==> src/rtl/swc_pkg.sv <==
package swc_pkg;
  typedef enum logic [1:0] {
    MODE_SLEEP = 2'b00,
    MODE_HSPD  = 2'b01,
    MODE_HVWU  = 2'b10,
    MODE_NORM  = 2'b11
  } swc_mode_e;

  // synchronized input vector bit positions
  localparam int unsigned SI_MODE1 = 7;
  localparam int unsigned SI_MODE0 = 6;
  localparam int unsigned SI_TXD   = 5;
  localparam int unsigned SI_BUS   = 4;
  localparam int unsigned SI_HV    = 3;
  localparam int unsigned SI_UV    = 2;
  localparam int unsigned SI_OT    = 1;
  localparam int unsigned SI_GND   = 0;
  localparam int unsigned SI_W     = 8;
endpackage

==> src/rtl/swc_sync.sv <==
module swc_sync #(
  parameter int unsigned    W       = 8,
  parameter logic [W-1:0]   RST_VAL = '0
) (
  input  logic         clk,
  input  logic         rst_n,
  input  logic [W-1:0] d_i,
  output logic [W-1:0] q_o
);
  logic [W-1:0] meta_q, stab_q;

  always_ff @(posedge clk or negedge rst_n) begin
    if (!rst_n) begin
      meta_q <= RST_VAL;
      stab_q <= RST_VAL;
    end else begin
      meta_q <= d_i;
      stab_q <= meta_q;
    end
  end

  assign q_o = stab_q;
endmodule

==> src/rtl/swc_hold_cnt.sv <==
module swc_hold_cnt #(
  parameter int unsigned MAX = 20
) (
  input  logic clk,
  input  logic rst_n,
  input  logic tick_i,
  input  logic load_i,
  input  logic clr_i,
  output logic busy_o
);
  localparam int unsigned W = (MAX < 2) ? 1 : $clog2(MAX + 1);
  localparam logic [W-1:0] LOAD_VAL = W'(MAX);

  logic [W-1:0] cnt_q;

  always_ff @(posedge clk or negedge rst_n) begin
    if (!rst_n)                      cnt_q <= '0;
    else if (clr_i)                  cnt_q <= '0;
    else if (load_i)                 cnt_q <= LOAD_VAL;
    else if (tick_i && cnt_q != '0)  cnt_q <= cnt_q - 1'b1;
  end

  assign busy_o = (cnt_q != '0);
endmodule

==> src/rtl/swc_mode_ctrl.sv <==
module swc_mode_ctrl
  import swc_pkg::*;
#(
  parameter int unsigned TX_HOLD_TICKS  = 4,
  parameter int unsigned RX_TAIL_TICKS  = 20,
  parameter int unsigned REG_HOLD_TICKS = 250000
) (
  input  logic       clk,
  input  logic       rst_n,
  input  logic       tick_i,
  input  logic       mode0_i,
  input  logic       mode1_i,
  input  logic       txd_i,
  input  logic       bus_dom_i,
  input  logic       hv_wake_i,
  input  logic       uv_i,
  input  logic       ot_i,
  input  logic       gnd_loss_i,
  output logic       rxd_o,
  output logic       drv_en_o,
  output logic       drv_dom_o,
  output logic [1:0] drv_mode_o,
  output logic       reg_en_o,
  output logic       gnd_sw_en_o
);
  localparam logic [SI_W-1:0] SYNC_RST = SI_W'(1) << SI_TXD;

  logic [SI_W-1:0] raw_in, s_in;
  swc_mode_e       mode;
  logic            sleep, tx_ok, tx_dom, hv_d_q, wake_edge;
  logic            tx_busy, rx_tail, rx_open;

  assign raw_in[SI_MODE1] = mode1_i;
  assign raw_in[SI_MODE0] = mode0_i;
  assign raw_in[SI_TXD]   = txd_i;
  assign raw_in[SI_BUS]   = bus_dom_i;
  assign raw_in[SI_HV]    = hv_wake_i;
  assign raw_in[SI_UV]    = uv_i;
  assign raw_in[SI_OT]    = ot_i;
  assign raw_in[SI_GND]   = gnd_loss_i;

  swc_sync #(.W(SI_W), .RST_VAL(SYNC_RST)) u_sync (
    .clk(clk), .rst_n(rst_n), .d_i(raw_in), .q_o(s_in)
  );

  assign mode  = swc_mode_e'({s_in[SI_MODE1], s_in[SI_MODE0]});
  assign sleep = (mode == MODE_SLEEP);

  // transmit path
  assign tx_ok  = !sleep && !s_in[SI_UV] && !s_in[SI_OT];
  assign tx_dom = tx_ok && !s_in[SI_TXD];

  swc_hold_cnt #(.MAX(TX_HOLD_TICKS)) u_tx_hold (
    .clk(clk), .rst_n(rst_n), .tick_i(tick_i),
    .load_i(tx_dom), .clr_i(!tx_ok), .busy_o(tx_busy)
  );

  assign drv_dom_o  = tx_dom;
  assign drv_en_o   = tx_ok && (tx_dom || tx_busy);
  assign drv_mode_o = mode;

  // wake edge detection
  always_ff @(posedge clk or negedge rst_n) begin
    if (!rst_n) hv_d_q <= 1'b0;
    else        hv_d_q <= s_in[SI_HV];
  end
  assign wake_edge = sleep && s_in[SI_HV] && !hv_d_q;

  // regulator enable window
  swc_hold_cnt #(.MAX(REG_HOLD_TICKS)) u_reg_hold (
    .clk(clk), .rst_n(rst_n), .tick_i(tick_i),
    .load_i(!sleep || wake_edge), .clr_i(1'b0), .busy_o(reg_en_o)
  );

  // receive path, with sleep tail after the wake level ends
  swc_hold_cnt #(.MAX(RX_TAIL_TICKS)) u_rx_tail (
    .clk(clk), .rst_n(rst_n), .tick_i(tick_i),
    .load_i(s_in[SI_HV]), .clr_i(1'b0), .busy_o(rx_tail)
  );

  assign rx_open     = !sleep || s_in[SI_HV] || rx_tail;
  assign rxd_o       = s_in[SI_UV] ? 1'b1 : (rx_open ? !s_in[SI_BUS] : 1'b1);
  assign gnd_sw_en_o = !s_in[SI_GND];
endmodule

==> config.mk <==
export PLATFORM = sky130hd
export DESIGN_NAME = swc_mode_ctrl
export DESIGN_NICKNAME = d
export VERILOG_FILES = /design/src/rtl/swc_pkg.sv /design/src/rtl/swc_sync.sv /design/src/rtl/swc_hold_cnt.sv /design/src/rtl/swc_mode_ctrl.sv
export SDC_FILE = /design/constraint.sdc
export NUM_CORES = 1
export LEC_CHECK = 0
export BUFFER_PORTS_ARGS = -buffer_cell sky130_fd_sc_hd__buf_2
export CELL_PAD_IN_SITES_DETAIL_PLACEMENT = 1
export CELL_PAD_IN_SITES_GLOBAL_PLACEMENT = 1
export CORE_MARGIN = 2
export CORE_UTILIZATION = 44
export CTS_BUF_LIST = sky130_fd_sc_hd__clkbuf_8
export DETAILED_ROUTE_END_ITERATION = 8
export PLACE_DENSITY = 0.78
export SYNTH_ARGS = -nofsm -noshare
export SYNTH_HDL_FRONTEND = slang
export SYNTH_SLANG_ARGS = --single-unit
export TNS_END_PERCENT = 50
==> constraint.sdc <==
create_clock -name clk -period 3.5 [get_ports clk]
set_input_delay 0.525 -clock clk [delete_from_list [all_inputs] [get_ports clk]]
set_output_delay 0.525 -clock clk [all_outputs]
set_load 0.02 [all_outputs]
==> qor.yml, run 1 <==
wl_microns: 4640
grt.overflow.total: 0
yosys_most_used_dff: "dfrtp_1"
min_to: "u_sync.meta_q[5]"
antenna_found_initial: 0
multi_input_area_sq_um: 916
fin_nets: 222
cap_violations: 0
worstSetupEndpointType: "output port"
internal-power_mw: 0.760
firstDrtPassIters: 4
row_count: 25
clk_pin_slew_worst_paths_ns: 0.09
gp_congestion: 0.768
syn_area_sq_um: 2080
syn-num-nets: 206
antenna_cells: 0
grt_first_pass_wirelength_microns: 7860
async_flop_share_pct: 100
viasPerCell: 5.92
drc_errors: 0
regArea_sq_um: 1080
utilization_pct: 49.5
crit-reg2reg-capture: "u_reg_hold.cnt_q[4]"
design_area_sq_um: 2290
grt_max_degree: 44
grt_util_met2_pct: 32.7
critical_path_class: "reg2out"
hold_start: "txd_i"
p_switching_mw: 0.256
cts_max_level: 2
initial_core_util_pct: 45.0
peakVddDrop_v: 0.000292
rsz0062_at_grt: "false"
synth-compound-area-share_pct: 12.9
layout.cells.non_filler: 261
worst_hold_slack_ns: 0.304
pwr-share-comb_pct: 8.3
seq_power_share_pct: 52.4
tightest_slew_ns: 0.942
cts_buffers: 5
tns_ns: 0
timing.rr.start: "u_reg_hold.cnt_q[12]"
synthAdderAreaFrac_pct: 3.00
grt_pass1_vias: 1634
num_io_pins: 18
syn_inst: 190
hold_buffers: 0
clk-insertion-delay-late_ns: 0.31
synth_warnings: 0
drt_iter0_markers: 40
die-area_sq_um: 5300
post-cts-setup-buffers: 0
cts_tree: "yes"
fill_cells: 525
r2r_slack_ns: 1.47
synth_edf_count: 0
swShare_pct: 25.2
synthDistinctLibCells: 49
fp.dieH_microns: 72.8
cellLeakagePower_nw: 0.910
clock_power_share_pct: 39.3
grt_use_total_pct: 19.7
portBuffers: 17
area_growth_pct: 10.0
hold_depth: 1
finalCriticalPeriod_ns: 2.66
place_hpwl_microns: 3210
slew_violations: 0
die_w_microns: 72.8
power.density_nw_per_um2: 443
crit_fanout: 7
wl_per_cell_microns: 17.8
setup_viol: 0
synth_top_family_by_area: "simple AND/OR/NAND/NOR gates"
grt-busiest-layer: "met2"
cts_buffer_depth: 2
synthSimpleGateAreaFrac_pct: 23.0
placed_area_sq_um: 2180
coreArea_sq_um: 4630
dp_cells: 253
cts_num_sinks: 43
report.final.hold_viol_count: 0
num_vias: 1544
crit_arrival_ns: 2.14
cp-start-kind: "flop"
cts-root-buf: "clkbuf_8"
synth.area.mux_share_pct: 2.88
use_met1_pct: 24.9
r2r.worst_path.cells: 4
synth-seq-cells: 43
drive_gt1_share_pct: 18.4
synth_seq_area_share_pct: 51.7
crit_required_ns: 2.97
avgSynthCellArea_sq_um: 11.0
cts_resized: 0
fmax_ghz: 0.375
slew_headroom_pct: 37.2
finalCritPeriodShare_pct: 76.1
min_path_type: "in2reg"
detail-route-antenna-nets: 0
status: "finished clean"
synth_xor_area_share_pct: 2.10
setup.worst_path.start: "u_rx_tail.cnt_q[0]"
grt_use_met3_pct: 4.42
clock_skew_ns: 0.00946
-- state kept, by name, indices dropped and copies added (netlist names) --
signal            count
u_sync.meta_q         8
u_sync.q_o            8
hv_d_q                1
u_reg_hold.cnt_q     18
u_rx_tail.cnt_q       5
u_tx_hold.cnt_q       3
-- cells in the mapped netlist (all sizes together) (3+ instances only) --
library cell	instances	share of area (%)
a21oi	10	2.4
ha	5	3.0
nand2b	7	2.1
mux2i	6	2.9
buf	5	2.2
nand2	16	2.9
and3	5	1.7
nor3	4	1.2
inv	9	1.6
nor2	13	2.3
o21ai	9	2.2
dfrtp	41	49
a31oi	4	1.2
clkbuf	3	0.54
a211oi	4	1.4
nor4	3	2.6
or4	3	1.1
xor2	3	1.3
nand3	7	1.7
-- per-stage QoR --
stage / power [mW] / worst slack [ns]
after floorplan: 0.590 / 1.07
after CTS: 1.02 / 0.821
final: 1.02 / 0.835
after global placement: 0.617 / 1.32
after detailed placement: 0.627 / 1.16
after global routing: 1.05 / 0.722
-- cells by family (layout without fill, tap and decap cells) --
kind of cell,count (synthesis),in the layout
DFF,43,43
AOI/OAI and AO/OA,39,39
adders and majority gates,5,5
xor gates and xnor gates,5,5
buffers and inverters,17,34
muxes,6,6
and+or+nand+nor,75,75
-- power by group through the flow --
stage / Combinational, mW / Clock [mW] / Sequential, mW
after floorplan: 0.0533 / 0 / 0.537
after global placement: 0.0781 / 0 / 0.539
after detailed placement: 0.0849 / 0 / 0.542
after CTS: 0.0858 / 0.403 / 0.532
after global routing: 0.0951 / 0.422 / 0.534
final: 0.0841 / 0.399 / 0.532
-- layer usage --
metal,share of wire (%),up-vias,wire length (microns)
met4,2.2,0,102
met2,51,47,2380
met3,4.1,11,189
li1,-,715,-
met1,43,771,1970
met5,0,-,0
-- area by class of cell --
type / instances / share of cell area [%]
Inverter: 9 / 1.47
Multi-Input combinational cell: 130 / 39.9
Clock buffer: 5 / 3.00
Timing Repair Buffer: 17 / 3.71
Sequential cell: 43 / 47.0
Tap cell: 54 / 2.95
Clock inverter: 3 / 1.91
-- worst max-delay path: stages, from the launching register on --
cell,delay [ns]
dfrtp_1,0.38
inv_1,0.11
ha_1,0.16
or4b_1,0.58
o41ai_1,0.37
buf_2,0.24
-- how the worst max path moves through the flow --
| stage | endpoint | cells after the start |
|---|---|---|
| floorplan | rxd_o | 5 |
| global placement | rxd_o | 5 |
| detailed placement | rxd_o | 5 |
| CTS | rxd_o | 5 |
| global route | reg_en_o | 4 |
| finish | rxd_o | 5 |
-- cell usage in the layout, fill, tap and decap left out, types with 3 or more instances in the layout --
cell      instances
a211oi_1          4
a21oi_1          10
a31oi_1           4
and3_1            4
buf_2            17
clkbuf_8          5
dfrtp_1          41
ha_1              5
inv_1             9
mux2i_1           6
nand2_1          16
nand2b_1          7
nand3_1           7
nor2_1           13
nor3_1            3
o21ai_0           9
or4_1             3
xor2_1            3
Power figures use the tool's default switching activity.
==> run 2, diff against run 1 <==
- PLACE_DENSITY: 0.78 -> 0.81
- clock period: 3.5 -> 2.3 ns (I/O delays scaled with it)
==> qor.yml, run 2 (synthesized netlist as in run 1, its figures left out) <==
status: "finished clean"
fill_cells: 507
num_vias: 1525
wl_per_cell_microns: 16.9
die_w_microns: 72.8
p_switching_mw: 0.370
tightest_slew_ns: 0.523
setup_viol: 0
area_growth_pct: 14.2
largest_register_ffs: 18
cts_num_sinks: 43
drive_gt1_share_pct: 23.5
seq_power_share_pct: 56.9
portBuffers: 17
antenna_cells: 0
clock_power_share_pct: 32.6
power.density_nw_per_um2: 600
viasPerCell: 5.63
cts_buffer_depth: 2
cts_tree: "yes"
clk_pin_slew_worst_paths_ns: 0.09
wl_microns: 4590
report.final.hold_viol_count: 0
grt.overflow.total: 0
detail-route-antenna-nets: 0
min_path_type: "in2reg"
initial_core_util_pct: 45.0
fp.dieH_microns: 72.8
grt_first_pass_wirelength_microns: 7770
drt_iter0_markers: 58
drc_errors: 0
path_buf_inv: 2
clk-insertion-delay-late_ns: 0.30
cp-start-kind: "flop"
clock_skew_ns: 0.0111
place_hpwl_microns: 3190
slowest_delay_ns: 0.48
crit_required_ns: 1.96
num_io_pins: 18
place_ws_ns: 0.329
slowest_stage: "or4b_4"
critical_path_class: "reg2out"
worstSetupEndpointType: "output port"
internal-power_mw: 1.06
pwr-share-comb_pct: 10.5
cap_violations: 0
crit_arrival_ns: 1.89
grt_pass1_vias: 1585
swShare_pct: 25.9
die-area_sq_um: 5300
finalCriticalPeriod_ns: 2.23
coreArea_sq_um: 4630
rsz0062_at_grt: "true"
slew_violations: 0
finalWorstSetupSlack_ns: 0.0671
grt_max_degree: 18
cts_max_level: 2
final_cell_mix: "41 x dfrtp_1, 16 x nand2_1, 16 x buf_2, 13 x nor2_1"
fmax_ghz: 0.448
worst_hold_slack_ns: 0.134
slew_headroom_pct: 64.8
gp_congestion: 0.778
firstDrtPassIters: 5
finalCritPeriodShare_pct: 97.1
peakVddDrop_v: 0.000350
row_count: 25
utilization_pct: 51.4
cts_buffers: 5
antenna_found_initial: 0
path_delay_family: "simple AND/OR/NAND/NOR gates"
crit_fanout: 3
grt_use_total_pct: 19.4
top_register: "u_reg_hold.cnt_q"
final_common_cell: "dfrtp_1"
cts-root-buf: "clkbuf_8"
fin_nets: 232
path_cells: "inv_2, ha_4, or4b_4, o41ai_4, buf_4"
cellLeakagePower_nw: 0.953
run 2: worst paths after layout:
check	from	end	slack (ns)	depth (start not counted)
setup / recovery	u_rx_tail.cnt_q[1]	rxd_o	0.07	5
hold / removal	txd_i	u_sync.meta_q[5]	0.13	1
setup reg to reg	u_reg_hold.cnt_q[0]	u_reg_hold.cnt_q[10]	0.38	6
hold reg to reg	u_sync.meta_q[4]	u_sync.q_o[4]	0.35	0
max in group asynchronous	rst_n	u_sync.meta_q[5]	1.27	3
min in group asynchronous	rst_n	u_reg_hold.cnt_q[17]	0.47	2
run 2: power by group through the flow:
stage          logic, mW  clock network [mW]  registers, mW
6_report           0.150               0.465          0.812
5_1_grt            0.172               0.504          0.816
4_1_cts            0.133               0.484          0.809
3_5_place_dp       0.130                   0          0.823
3_3_place_gp       0.124                   0          0.822
2_1_floorplan     0.0811                   0          0.816
run 2: final cells by class:
cell class	count	area, sq um	area share, %
Clock buffer	5	68.8	2.89
Clock inverter	3	16.3	0.683
Inverter	9	33.8	1.42
Multi-Input combinational cell	130	951	39.9
Sequential cell	43	1080	45.3
Tap cell	54	67.6	2.84
Timing Repair Buffer	27	165	6.94
run 2: metal layers:
metal | up-vias | wire length, microns | share of wire, % | global-route usage [%]
met3 | 9 | 143 | 3.1 | 4.42
met1 | 757 | 2110 | 46 | 26.7
met5 | - | 0 | 0 | 0
met4 | 0 | 89 | 1.9 | 6.79
met2 | 26 | 2250 | 49 | 30.1
li1 | 733 | - | - | -
run 2: repair_timing:
| action | in CTS | in global routing |
|---|---|---|
| endpoints found under the hold margin | 12 | 0 |
| gates resized for setup | 0 | 8 |
| endpoints found under the setup margin | 0 | 1 |
| buffers inserted | 0 | 4 |
| hold buffers | 1 | 0 |
run 2: stage by stage:
stage                     TNS, ns  cells  cell area, sq um  total power [mW]
after floorplan                 0    190              2080             0.898
after global placement          0    258              2220             0.945
after detailed placement        0    258              2220             0.954
after CTS                       0    267              2310              1.43
after global routing      -0.0338    271              2380              1.49
final                           0    271              2380              1.43
run 2: worst reg2reg max path, delay by kind of cell, from the launching register on:
family	cells	cell delay, ns
buffers and inverters	1	0.10
and+or+nand+nor	3	0.88
AOI/OAI and AO/OA	1	0.17
DFF	1	0.44
adders and majority gates	1	0.23
==> run 3, diff against run 2 <==
- BUFFER_PORTS_ARGS: -buffer_cell sky130_fd_sc_hd__buf_2 -> -buffer_cell sky130_fd_sc_hd__buf_4
- GPL_TIMING_DRIVEN: default -> 1
- SLEW_MARGIN: default -> 10
==> qor.yml, run 3 (synthesized netlist as in run 1, its figures left out) <==
status: "finished clean"
num_io_pins: 18
coreArea_sq_um: 4630
grt_use_total_pct: 18.3
r2r_slack_ns: 0.37
path_buf_inv: 2
initial_core_util_pct: 45.0
largest_register_ffs: 18
portBuffers: 17
tightest_slew_ns: 0.542
finalWorstSetupSlack_ns: 0.00537
cts_num_sinks: 43
drc_errors: 0
crit_required_ns: 1.96
grt.overflow.total: 0
cts_max_level: 2
cellLeakagePower_nw: 0.943
antenna_found_initial: 0
firstDrtPassIters: 4
viasPerCell: 5.72
row_count: 25
cts_buffers: 5
worstSetupEndpointType: "output port"
clk-insertion-delay-late_ns: 0.30
num_vias: 1516
grt_max_degree: 44
detail-route-antenna-nets: 0
crit_arrival_ns: 1.95
tns_ns: 0
crit-reg2reg-capture: "u_reg_hold.cnt_q[10]"
area_growth_pct: 13.1
placed_area_sq_um: 2250
top_register: "u_reg_hold.cnt_q"
cp-start-kind: "flop"
place_ws_ns: 0.349
power.density_nw_per_um2: 595
slew_headroom_pct: 63.9
grt_first_pass_wirelength_microns: 7380
fmax_ghz: 0.436
antenna_cells: 0
report.final.hold_viol_count: 0
timing.rr.start: "u_reg_hold.cnt_q[0]"
crit_fanout: 3
die_w_microns: 72.8
cts_tree: "yes"
wl_microns: 4400
slowest_stage: "or4b_4"
design_area_sq_um: 2360
dp_cells: 257
slew_violations: 0
path_delay_family: "simple AND/OR/NAND/NOR gates"
layout.cells.non_filler: 265
r2r.worst_path.cells: 6
peakVddDrop_v: 0.000371
cts_buffer_depth: 2
setup_viol: 0
utilization_pct: 50.9
critical_path_class: "reg2out"
cts-root-buf: "clkbuf_8"
cap_violations: 0
finalCriticalPeriod_ns: 2.29
final_cell_mix: "41 x dfrtp_1, 21 x buf_4, 16 x nand2_1, 13 x nor2_1"
gp_congestion: 0.769
finalCritPeriodShare_pct: 99.8
die-area_sq_um: 5300
clk_pin_slew_worst_paths_ns: 0.08
fin_nets: 226
drive_gt1_share_pct: 20.4
drt_iter0_markers: 86
grt_pass1_vias: 1449
place_hpwl_microns: 3010
min_path_type: "in2async"
fp.dieH_microns: 72.8
slowest_delay_ns: 0.48
wl_per_cell_microns: 16.6
clock_skew_ns: 0.00285
path_cells: "inv_1, ha_1, or4b_4, o41ai_4, buf_4"
final_common_cell: "dfrtp_1"
==> run 3: cell types whose count changed in the layout (fill, tap and decap cells not counted) <==
| cell | delta |
|---|---|
| ha_4 | -1 |
| buf_2 | -16 |
| dlygate4sd3_1 | -1 |
| inv_1 | +2 |
| buf_4 | +11 |
| ha_1 | +1 |
| inv_2 | -1 |
| clkinvlp_4 | -1 |
==> run 3: how the worst max path moves through the flow <==
stage	start	to	slack, ns	cells after the start
finish	u_rx_tail.cnt_q[1]	rxd_o	0.005	5
global route	u_rx_tail.cnt_q[1]	rxd_o	-0.06	5
CTS	u_rx_tail.cnt_q[0]	rxd_o	0.02	5
detailed placement	u_rx_tail.cnt_q[0]	rxd_o	0.35	5
global placement	u_rx_tail.cnt_q[0]	rxd_o	0.38	5
floorplan	u_rx_tail.cnt_q[0]	rxd_o	0.05	5
==> run 3: power by group <==
part           switching [mW]  internal [mW]  total [mW]
registers              0.0270          0.784       0.812
logic                  0.0788         0.0578       0.137
clock network           0.249          0.204       0.453
==> run 3: worst register-to-register path, delay by kind of cell (launching register included) <==
family                     cells  cell delay [ns]
and+or+nand+nor                3             0.90
DFF                            1             0.44
adders and majority gates      1             0.23
AOI/OAI and AO/OA              1             0.17
buffers and inverters          1             0.10
==> run 3: cell type report <==
class                   instances  area, sq um
well taps                      54         67.6
flip-flops and latches         43         1080
repair buffers                 21          158
clock buffers                   5         68.8
multi-input cells             130          938
inverters                       9         33.8
clock inverters                 3         12.5
fillers                       513         2270
==> run 3: stage by stage <==
| step | hold WS (ns) | power [mW] |
|---|---|---|
| final | 0.0309 | 1.40 |
| after global placement | 0.333 | 0.953 |
| after CTS | 0.0498 | 1.42 |
| after detailed placement | 0.336 | 0.959 |
| after global routing | 0.0684 | 1.47 |
| after floorplan | 0.0494 | 0.898 |
==> run 3: per-layer routing <==
metal,up-vias,global-route usage (%),part of all wire (%)
li1,722,-,-
met1,765,26.2,47
met2,23,27.3,48
met3,6,4.28,3.3
met4,0,6.17,1.5
met5,-,0,0
==> run 3: timing repair <==
| action | CTS | global route |
|---|---|---|
| gates resized for setup | 0 | 4 |
| endpoints found under the setup margin | 0 | 1 |
| endpoints found under the hold margin | 0 | 0 |
| setup buffers | 0 | 0 |
| hold buffers | 0 | 0 |
